==> config.mk <==
export PLATFORM = sky130hd
export DESIGN_NAME = sptw_miss_unit
export DESIGN_NICKNAME = d
export VERILOG_FILES = /design/src/rtl/sptw_pkg.sv /design/src/rtl/sptw_seg_regs.sv /design/src/rtl/sptw_va_decode.sv /design/src/rtl/sptw_walk_ctl.sv /design/src/rtl/sptw_miss_unit.sv
export SDC_FILE = /design/constraint.sdc
export NUM_CORES = 1
export LEC_CHECK = 0
export ABC_AREA = 1
export BUFFER_PORTS_ARGS = -buffer_cell sky130_fd_sc_hd__buf_2
export CORE_ASPECT_RATIO = 1.1
export CORE_MARGIN = 2
export CORE_UTILIZATION = 45
export CTS_CLUSTER_DIAMETER = 200
export DETAILED_ROUTE_END_ITERATION = 10
export PLACE_DENSITY = 0.63
export SKIP_LAST_GASP = 1
export SLEW_MARGIN = 10
export SYNTH_ARGS = -nofsm -noshare
export SYNTH_HDL_FRONTEND = slang
export SYNTH_SLANG_ARGS = --single-unit
export TNS_END_PERCENT = 50
==> constraint.sdc <==
create_clock -name clk -period 4.5 [get_ports clk]
set_clock_uncertainty 0.05 [all_clocks]
set_input_delay 0.45 -clock clk [delete_from_list [all_inputs] [get_ports clk]]
set_output_delay 0.45 -clock clk [all_outputs]
set_load 0.005 [all_outputs]
==> src/rtl/sptw_pkg.sv <==
package sptw_pkg;

  typedef enum logic [1:0] {
    XS_OK   = 2'd0,
    XS_SEG  = 2'd1,
    XS_BND  = 2'd2,
    XS_PAGE = 2'd3
  } xlat_status_e;

  typedef enum logic [1:0] {
    WS_IDLE,
    WS_ISSUE,
    WS_WAIT,
    WS_RESP
  } walk_state_e;

endpackage

==> src/rtl/sptw_seg_regs.sv <==
module sptw_seg_regs #(
  parameter int VA_W  = 32,
  parameter int SEG_W = 2,
  localparam int NSEG = 1 << SEG_W
) (
  input  logic                       clk,
  input  logic                       rst_n,
  input  logic                       wr_en,
  input  logic [SEG_W-1:0]           wr_seg,
  input  logic                       wr_bnd,
  input  logic [VA_W-1:0]            wr_data,
  output logic [NSEG-1:0][VA_W-1:0]  base_all,
  output logic [NSEG-1:0][VA_W-1:0]  bnd_all
);

  // Segment 0 owns no storage; its slots read as zero.
  for (genvar s = 0; s < NSEG; s++) begin : g_seg
    if (s == 0) begin : g_null
      assign base_all[s] = '0;
      assign bnd_all[s]  = '0;
    end else begin : g_live
      logic [VA_W-1:0] base_q;
      logic [VA_W-1:0] bnd_q;
      logic            hit;

      assign hit = wr_en && (wr_seg == SEG_W'(s));

      always_ff @(posedge clk) begin
        if (!rst_n) begin
          base_q <= '0;
          bnd_q  <= '0;
        end else if (hit) begin
          if (wr_bnd) bnd_q  <= wr_data;
          else        base_q <= wr_data;
        end
      end

      assign base_all[s] = base_q;
      assign bnd_all[s]  = bnd_q;
    end
  end

endmodule

==> src/rtl/sptw_va_decode.sv <==
module sptw_va_decode #(
  parameter int VA_W   = 32,
  parameter int OFF_W  = 12,
  parameter int SEG_W  = 2,
  parameter int PTE_LG = 2,
  localparam int NSEG  = 1 << SEG_W,
  localparam int VPN_W = VA_W - SEG_W - OFF_W
) (
  input  logic [VA_W-1:0]            vaddr,
  input  logic [NSEG-1:0][VA_W-1:0]  base_all,
  input  logic [NSEG-1:0][VA_W-1:0]  bnd_all,
  output logic [SEG_W-1:0]           seg_idx,
  output logic [VPN_W-1:0]           vpn,
  output logic                       seg_null,
  output logic                       bnd_fault,
  output logic [VA_W-1:0]            pte_addr
);

  function automatic logic [SEG_W-1:0] f_seg(input logic [VA_W-1:0] va);
    return va[VA_W-1 -: SEG_W];
  endfunction

  function automatic logic [VPN_W-1:0] f_vpn(input logic [VA_W-1:0] va);
    return va[OFF_W +: VPN_W];
  endfunction

  // Entry address: table base plus page number scaled by entry size.
  function automatic logic [VA_W-1:0] f_pte_addr(input logic [VA_W-1:0] base,
                                                 input logic [VPN_W-1:0] pn);
    logic [VA_W-1:0] scaled;
    scaled = {{(VA_W-VPN_W-PTE_LG){1'b0}}, pn, {PTE_LG{1'b0}}};
    return base + scaled;
  endfunction

  // Bounds value counts valid entries, so pn == bounds is already outside.
  function automatic logic f_over(input logic [VPN_W-1:0] pn,
                                  input logic [VA_W-1:0]  bnd);
    return {{(VA_W-VPN_W){1'b0}}, pn} >= bnd;
  endfunction

  logic [OFF_W-1:0] unused_offset;
  assign unused_offset = vaddr[OFF_W-1:0];

  always_comb begin
    seg_idx   = f_seg(vaddr);
    vpn       = f_vpn(vaddr);
    seg_null  = (seg_idx == '0);
    bnd_fault = f_over(vpn, bnd_all[seg_idx]);
    pte_addr  = f_pte_addr(base_all[seg_idx], vpn);
  end

endmodule

==> src/rtl/sptw_walk_ctl.sv <==
module sptw_walk_ctl
  import sptw_pkg::*;
#(
  parameter int VA_W    = 32,
  parameter int PFN_W   = 20,
  parameter int VLD_BIT = 31
) (
  input  logic              clk,
  input  logic              rst_n,
  input  logic              req_valid,
  output logic              req_ready,
  input  logic              seg_null,
  input  logic              bnd_fault,
  input  logic [VA_W-1:0]   pte_addr_in,
  output logic              mem_rd_valid,
  input  logic              mem_rd_ready,
  output logic [VA_W-1:0]   mem_rd_addr,
  input  logic              mem_rsp_valid,
  input  logic [VA_W-1:0]   mem_rsp_data,
  output logic              rsp_valid,
  input  logic              rsp_ready,
  output logic [1:0]        rsp_status,
  output logic [PFN_W-1:0]  rsp_pfn,
  output logic              acc_evt,
  output logic              rd_fire,
  output logic              pte_take,
  output logic              rsp_fire
);

  walk_state_e   state_q;
  logic [VA_W-1:0]  addr_q;
  xlat_status_e  st_q;
  logic [PFN_W-1:0] pfn_q;
  logic          pte_ok;

  logic unused_data;
  assign unused_data = ^{mem_rsp_data[VA_W-1:PFN_W]};

  assign req_ready    = (state_q == WS_IDLE);
  assign mem_rd_valid = (state_q == WS_ISSUE);
  assign rsp_valid    = (state_q == WS_RESP);
  assign mem_rd_addr  = addr_q;
  assign rsp_status   = st_q;
  assign rsp_pfn      = pfn_q;

  assign acc_evt  = req_valid && req_ready;
  assign rd_fire  = mem_rd_valid && mem_rd_ready;
  assign pte_take = (state_q == WS_WAIT) && mem_rsp_valid;
  assign rsp_fire = rsp_valid && rsp_ready;
  assign pte_ok   = mem_rsp_data[VLD_BIT];

  always_ff @(posedge clk) begin
    if (!rst_n) begin
      state_q <= WS_IDLE;
      addr_q  <= '0;
      st_q    <= XS_OK;
      pfn_q   <= '0;
    end else begin
      unique case (state_q)
        WS_IDLE: begin
          if (acc_evt) begin
            addr_q <= pte_addr_in;
            pfn_q  <= '0;
            if (seg_null) begin
              st_q    <= XS_SEG;
              state_q <= WS_RESP;
            end else if (bnd_fault) begin
              st_q    <= XS_BND;
              state_q <= WS_RESP;
            end else begin
              st_q    <= XS_OK;
              state_q <= WS_ISSUE;
            end
          end
        end
        WS_ISSUE: begin
          if (rd_fire) state_q <= WS_WAIT;
        end
        WS_WAIT: begin
          if (pte_take) begin
            if (pte_ok) begin
              st_q  <= XS_OK;
              pfn_q <= mem_rsp_data[PFN_W-1:0];
            end else begin
              st_q  <= XS_PAGE;
              pfn_q <= '0;
            end
            state_q <= WS_RESP;
          end
        end
        WS_RESP: begin
          if (rsp_fire) state_q <= WS_IDLE;
        end
        default: state_q <= WS_IDLE;
      endcase
    end
  end

endmodule

==> src/rtl/sptw_miss_unit.sv <==
module sptw_miss_unit #(
  parameter int VA_W    = 32,
  parameter int OFF_W   = 12,
  parameter int SEG_W   = 2,
  parameter int PTE_LG  = 2,
  parameter int PFN_W   = 20,
  parameter int VLD_BIT = 31,
  localparam int NSEG   = 1 << SEG_W,
  localparam int VPN_W  = VA_W - SEG_W - OFF_W
) (
  input  logic              clk,
  input  logic              rst_n,
  input  logic              cfg_wr_en,
  input  logic [SEG_W-1:0]  cfg_wr_seg,
  input  logic              cfg_wr_bnd,
  input  logic [VA_W-1:0]   cfg_wr_data,
  input  logic              req_valid,
  output logic              req_ready,
  input  logic [VA_W-1:0]   req_vaddr,
  output logic              mem_rd_valid,
  input  logic              mem_rd_ready,
  output logic [VA_W-1:0]   mem_rd_addr,
  input  logic              mem_rsp_valid,
  input  logic [VA_W-1:0]   mem_rsp_data,
  output logic              rsp_valid,
  input  logic              rsp_ready,
  output logic [1:0]        rsp_status,
  output logic [PFN_W-1:0]  rsp_pfn
);

  logic [NSEG-1:0][VA_W-1:0] base_all;
  logic [NSEG-1:0][VA_W-1:0] bnd_all;
  logic [SEG_W-1:0]          seg_idx;
  logic [VPN_W-1:0]          vpn;
  logic                      seg_null;
  logic                      bnd_fault;
  logic [VA_W-1:0]           pte_addr;

  // Named events, brought out for the checker.
  logic acc_evt;
  logic rd_fire;
  logic pte_take;
  logic rsp_fire;

  logic unused_dec;
  assign unused_dec = ^{seg_idx, vpn, rd_fire, rsp_fire};

  sptw_seg_regs #(.VA_W(VA_W), .SEG_W(SEG_W)) u_regs (
    .clk      (clk),
    .rst_n    (rst_n),
    .wr_en    (cfg_wr_en),
    .wr_seg   (cfg_wr_seg),
    .wr_bnd   (cfg_wr_bnd),
    .wr_data  (cfg_wr_data),
    .base_all (base_all),
    .bnd_all  (bnd_all)
  );

  sptw_va_decode #(
    .VA_W(VA_W), .OFF_W(OFF_W), .SEG_W(SEG_W), .PTE_LG(PTE_LG)
  ) u_dec (
    .vaddr     (req_vaddr),
    .base_all  (base_all),
    .bnd_all   (bnd_all),
    .seg_idx   (seg_idx),
    .vpn       (vpn),
    .seg_null  (seg_null),
    .bnd_fault (bnd_fault),
    .pte_addr  (pte_addr)
  );

  sptw_walk_ctl #(.VA_W(VA_W), .PFN_W(PFN_W), .VLD_BIT(VLD_BIT)) u_walk (
    .clk           (clk),
    .rst_n         (rst_n),
    .req_valid     (req_valid),
    .req_ready     (req_ready),
    .seg_null      (seg_null),
    .bnd_fault     (bnd_fault),
    .pte_addr_in   (pte_addr),
    .mem_rd_valid  (mem_rd_valid),
    .mem_rd_ready  (mem_rd_ready),
    .mem_rd_addr   (mem_rd_addr),
    .mem_rsp_valid (mem_rsp_valid),
    .mem_rsp_data  (mem_rsp_data),
    .rsp_valid     (rsp_valid),
    .rsp_ready     (rsp_ready),
    .rsp_status    (rsp_status),
    .rsp_pfn       (rsp_pfn),
    .acc_evt       (acc_evt),
    .rd_fire       (rd_fire),
    .pte_take      (pte_take),
    .rsp_fire      (rsp_fire)
  );

endmodule

After elaboration in Yosys (flattened, before gate mapping)
Cells that the tools add are included.
{"block": "word_totals", "reg_bits": 248, "inputBits": 106, "out_inout_bits": 57, "wordCells": 64}
{"block": "op_classes", "addsub": 1, "magnitude_cmp": 2, "eq_ne": 10, "mux": 21, "bitwise": 1, "n_reduce_logical": 19}
{"operator": "binary-select mux 32 bit (select 2 bit)", "n": 2}
{"operator": "two-way mux 32 bit", "n": 2}
{"operator": "two-way mux 20 bit", "n": 3}
{"operator": "case mux 20 bit (2 select lines)", "n": 1}
{"operator": "adder 32 x 20 -> 32 bit", "n": 1}
{"operator": "greater-or-equal comparator 18 x 32 -> 1 bit", "n": 1}
{"operator": "two-way mux 2 bit", "n": 11}
{"operator": "AND reduction 2 bit", "n": 7}
{"operator": "== test 2 bit, second input constant", "n": 4}
{"operator": "inequality test 2 bit, second input constant", "n": 4}
{"operator": "case mux 2 bit (4 select lines)", "n": 1}
{"operator": "logical AND 1 bit", "n": 7}
{"operator": "== test 2 x 1 -> 1 bit, second input constant", "n": 2}
{"operator": "zero test 2 bit", "n": 2}
{"operator": "case mux 2 bit (2 select lines)", "n": 1}
{"operator": "AND reduction 4 bit", "n": 1}
{"operator": "less-than comparator 2 x 3 -> 1 bit, second input constant", "n": 1}
{"operator": "AND reduction 3 bit", "n": 1}
{"operator": "nonzero test 2 bit", "n": 1}
{"operator": "inverter 1 bit", "n": 1}

Longest topological paths before layout
{"block": "depth", "word_depth": 7, "ltp_mapped": 23, "mapped_depth_nobuf": 20}

Cells and area by module
From an unflattened synthesis, not the netlist that was laid out.
{"block": "hier_totals", "cells_unflattened": 2382, "hier_area_um2": 14901.8}
{"mod": "sptw_seg_regs", "instances": 1, "cells_per_inst": 1285, "area_each_um2": 8590.7, "seq_area_each_um2": 3843.7}
{"mod": "sptw_va_decode", "instances": 1, "cells_per_inst": 757, "area_each_um2": 3895.0, "seq_area_each_um2": 0.0}
{"mod": "sptw_walk_ctl", "instances": 1, "cells_per_inst": 340, "area_each_um2": 2416.1, "seq_area_each_um2": 1121.1}

Worst setup path after synthesis
Ideal clock, no wire load.
{"block": "synth_timing", "kind": "in2reg", "from": "input port req_vaddr[30]", "to": "register u_walk.addr_q[16], in the netlist u_walk.mem_rd_addr[16]", "setup_ns": 0.109, "t_arrival_ns": 2.786, "required_time_ns": 4.341, "slack_ns": 1.555, "stages": 18, "n_path_buf": 3, "path_cell_list": "inv_2 > nor2_4 > buf_6 > buf_2 > buf_1 > nand2_1 > o21ai_0 > ha_1 > fa_1 > nand3_1 > nand2_1 > a21boi_0 > o21ai_0 > a21oi_1 > xor2_1 > nand2_1 > nand2_1 > inv_1"}
{"block": "synth_between", "elab_chain_cells": 3}
{"item": "start: declaration", "line_no": "sptw_miss_unit.sv:19", "rtl": "input logic [VA_W-1:0] req_vaddr,"}
{"item": "binary-select mux 32 bit (select 2 bit)", "line_no": "sptw_va_decode.sv:49", "rtl": "pte_addr = f_pte_addr(base_all[seg_idx], vpn);"}
{"item": "two-way mux 32 bit (implied by the code)", "line_no": "sptw_va_decode.sv:49"}
{"item": "adder 32 x 20 -> 32 bit", "line_no": "sptw_va_decode.sv:32", "rtl": "return base + scaled;"}
{"item": "end signal: assignment", "line_no": "sptw_walk_ctl.sv:62", "rtl": "addr_q <= pte_addr_in;"}
{"item": "end: declaration", "line_no": "sptw_walk_ctl.sv:31", "rtl": "logic [VA_W-1:0] addr_q;"}
No other way between the ends. The select of a mux whose other input is x is not followed.
A chain may end at the register's enable or synchronous reset.

Final worst setup path
{"block": "layout_timing", "from": "input port req_vaddr[31]", "to": "register u_walk.addr_q[31], in the netlist u_walk.mem_rd_addr[31]"}
Same word-level chain as after synthesis.

==> results by group <==
Setup path
  • Stages on worst setup path: 16
  • Critical path type: in -> reg
  • Top cell by count, worst path: nand2_1
  • Crit Path Max Fanout: 25
  • Setup crit start kind: primary input
  • Worst reg2reg path depth: 12
  • CP Data Required Time: 4880 ps
  • Worst Setup End Kind: flip-flop
  • CP Cell Sequence: buf_2 > nor2_4 > buf_4 > nand2_1 > o21ai_0 > ha_1 > a21oi_1 > o21ai_0 > a21oi_1 > nand2_1 > nand3_1 > nand2_1 > nand3_1 > nand3_1 > nand2_1 > inv_1
  • Worst path max stage delay: 580 ps
  • Flop2flop setup slack: 1780 ps
  • Crit path to: u_walk.mem_rd_addr[31]
  • Worst r2r dst: u_walk.mem_rd_addr[16]
  • Reg2reg start: u_regs.g_seg[2].g_live.base_q[5]
  • Slowest cell on crit path: nor2_4
  • Bufs and invs on worst path: 3
  • CP startpoint: req_vaddr[31]
  • Crit path DAT: 3470 ps
  • CP delay by family, top: simple AND/OR/NAND/NOR gates

Detailed routing
  • Antenna Nets Post-Route: 0
  • Vias per cell: 5.190
  • WL final: 32.57 mm
  • DRC violations left: 0
  • DRT iter0 DRCs: 828
  • First-pass iteration count of the detailed router: 5
  • Avg WL per Cell: approximately 15 um
  • Via count: 11,007

STA
  • Min cycle time layout: 3095 ps
  • Hold Violations, Final: 0
  • Fin. max-slew vios: 0
  • Setup Viol. Count Final: 0
  • F_max: 323.1 MHz
  • RSZ-0062 raised after global routing: false
  • Worst hold margin: approximately 130 ps
  • Final worst-path cycle share: 0.6878
  • Final WS setup: 1405 ps
  • Max_slew headroom: 0.2685
  • Worst-Margin Slew: 1095 ps
  • Fin Setup TNS: 0 ps

Job
  • Max-Cap Viols: 0

Synth
  • Ys async rst share: 0
  • Share of the synthesized area in the top cell type: 0.4274
  • Synth Register Bits: 248
  • Syn Inst Count: roughly 1,700
  • Syn Nets: 1,814
  • Yosys top cell by area: dfxtp_1
  • Synth Warn #: 0
  • Syn Area/Cell: ~7.0 um^2
  • Register area share after synthesis: 0.4274
  • Number of synthesized flops with an enable pin: 0
  • Ranking of synthesized cells by area: dfxtp_1 43%, nor2_1 13%, o21ai_0 11%
  • Synthesized area: 11,620 um^2
  • Library cells used by synthesis: 38
  • Synth Flop Type: dfxtp_1

Clock network
  • Hold-fix buffers, CTS: 0
  • Clock tree root buffer cell: clkbuf_16
  • Clock slew at reported path FFs: about 60 ps
  • Num Clock Sinks: 248
  • PostCTS Resize Cnt: 0
  • TritonCTS clock tree: done
  • Clk Latency, worst-skew pair: roughly 530 ps
  • Setup bufs post-CTS: 0
  • CTS Buffer Depth: 3
  • Htree depth: 1
  • Cts bufs inserted: 26

Floorplanning
  • Die span in x: 157.2 um
  • Initial core utilization: 0.4584
  • Core ar.: 25,340 um^2
  • Die Ht: 172.5 um
  • Rows: slightly above 60
  • I/O pin cnt: 163
  • Die Area: about 27,000 um^2

Status
  • Status: finished clean

Final layout
  • Final core utilization: 0.5278
  • Fill cells: approximately 2,600
  • Diodes inserted: 0
  • Nets: 1,903
  • Layout cells sized above 1: 0.1262
  • Layout Area Growth over Synthesis: 15.14%

Placed design
  • HPWL Detailed: 21.81 mm
  • Port Buffers: 139
  • Gpl congestion: approximately 0.88
  • Worst slack at placement: around 910 ps

GRT
  • Vias in the first global route: 9,959
  • Total global routing overflow: 0
  • Antenna violations before repair: 0
  • GRT Total Usage: 0.2373
  • First-pass GRT wire length: approximately 53 mm
  • Largest net degree at the start of global routing: between 100 and 150

Power and ir drop
  • Static leakage: 5.723 nW
  • VDD IR max: around 0.21 mV
  • Pwr dens: 417.4 nW/um^2

Worst hold path
  • Worst min path class: in -> reg
[routing by layer]
layer / wire length (um) / up-vias / track usage
met5: 0 / - / 0
met2: 14190 / 319 / 0.3699
met4: 541 / 0 / 0.05000
met3: 2463 / 38 / 0.02872
met1: 15370 / 5010 / 0.3516
li1: - / 5640 / -
[worst register-to-register path: stages (launching register included)]
cell      delay [ps]
dfxtp_1          330
o21ai_0           80
o21ai_0          330
ha_1             380
a21oi_1          210
nand2_1          120
a21boi_0         310
o21ai_0          230
a21oi_1          210
xor2_1           180
nand2_1           80
nand2_1           90
inv_1             30
[sequential cells by signal, indices dropped and copies added, names as in the netlist]
signal / count
u_regs.g_seg.g_live.base_q: 96
u_walk.rsp_pfn: 20
u_walk.state_q: 2
u_walk.rsp_status: 2
u_regs.g_seg.g_live.bnd_q: 96
u_walk.mem_rd_addr: 32
[worst min-delay path by stage]
stage                                                  from                                end  slack [ps]  cells after the start
after global placement     u_regs.g_seg[2].g_live.bnd_q[17]   u_regs.g_seg[2].g_live.bnd_q[17]         380                      2
after detailed placement   u_regs.g_seg[2].g_live.bnd_q[14]   u_regs.g_seg[2].g_live.bnd_q[14]         390                      2
after CTS                                   mem_rsp_data[0]                  u_walk.rsp_pfn[0]         110                      3
after floorplan           u_regs.g_seg[2].g_live.base_q[23]  u_regs.g_seg[2].g_live.base_q[23]         370                      2
after global routing                        mem_rsp_data[0]                  u_walk.rsp_pfn[0]         110                      3
final                                       mem_rsp_data[5]                  u_walk.rsp_pfn[5]         130                      3
[synthesized netlist by cell type, types with 3 or more instances]
library cell    n
a21o_1          3
a21oi_1       133
a22oi_1        18
buf_1           3
buf_4           4
clkbuf_1       90
dfxtp_1       248
ha_1           40
inv_1          87
inv_2           3
nand2_1       236
nand2_2         3
nand3_1        87
nand3b_1        5
nand4_1         4
nor2_1        389
nor3_1          7
o21ai_0       251
o21ai_1         7
o21ai_2         7
xnor2_1         8
xor2_1         11
[layout make-up]
cell class / instances / area (um^2) / share of cell area
Clock buffer: 43 / 814.5 / 0.06090
Clock inverter: 4 / 33.78 / 0.002526
Inverter: 91 / 341.6 / 0.02554
Multi-Input combinational cell: 1228 / 5912 / 0.4420
Sequential cell: 248 / 4965 / 0.3712
Tap cell: 346 / 432.9 / 0.03237
Timing Repair Buffer: 161 / 875.8 / 0.06548
[per-stage QoR]
| stage | total power (W) | instance area [um^2] | std cells |
|---|---|---|---|
| 2_1_floorplan | 0.003155 | 11620 | 1667 |
| 3_3_place_gp | 0.003509 | 12530 | 2074 |
| 3_5_place_dp | 0.003524 | 12530 | 2074 |
| 4_1_cts | 0.005625 | 13380 | 2121 |
| 5_1_grt | 0.005883 | 13380 | 2121 |
| 6_report | 0.005583 | 13380 | 2121 |
[kinds of logic (layout without fill, tap and decap cells)]
group,after synthesis,in the layout,share of synthesized area
AO/OA/AOI/OAI,426,426,0.1915
AND/OR/NAND/NOR,742,742,0.2575
XOR/XNOR,19,19,0.01433
adder cells (fa/ha/maj),41,41,0.04481
buffers and inverters,191,299,0.06441
flip-flops,248,248,0.4274
[layout by cell type, fill, tap and decap left out, types with 2 or more instances in the layout]
cell type and count:
clkbuf_8 10, a22oi_1 18, xor2_1 11, dfxtp_1 248
clkbuf_16 26, or2_2 2, a21oi_1 133, ha_1 40
nor2_2 3, nor3b_2 2, buf_4 22, xnor2_1 8
o21ai_1 7, nand3b_1 5, nand2_1 236, clkinv_2 2
clkbuf_1 7, nand4_1 4, o22ai_1 2, nand3_1 87
inv_2 3, nor2_1 388, nand2_2 3, inv_1 87
buf_2 138, nor3_1 7, o21ai_2 7, o211ai_1 2
o21ai_0 251, a21o_1 3
[power by group]
part	total (W)	switching, W	internal, W	leakage (nW)
registers	0.00242	0.0000739	0.00235	2.02
logic	0.00105	0.000691	0.000359	3.29
clock network	0.00211	0.000879	0.00123	0.415
total	0.00558	0.00164	0.00394	5.72
(Power assumes the default switching activity.)
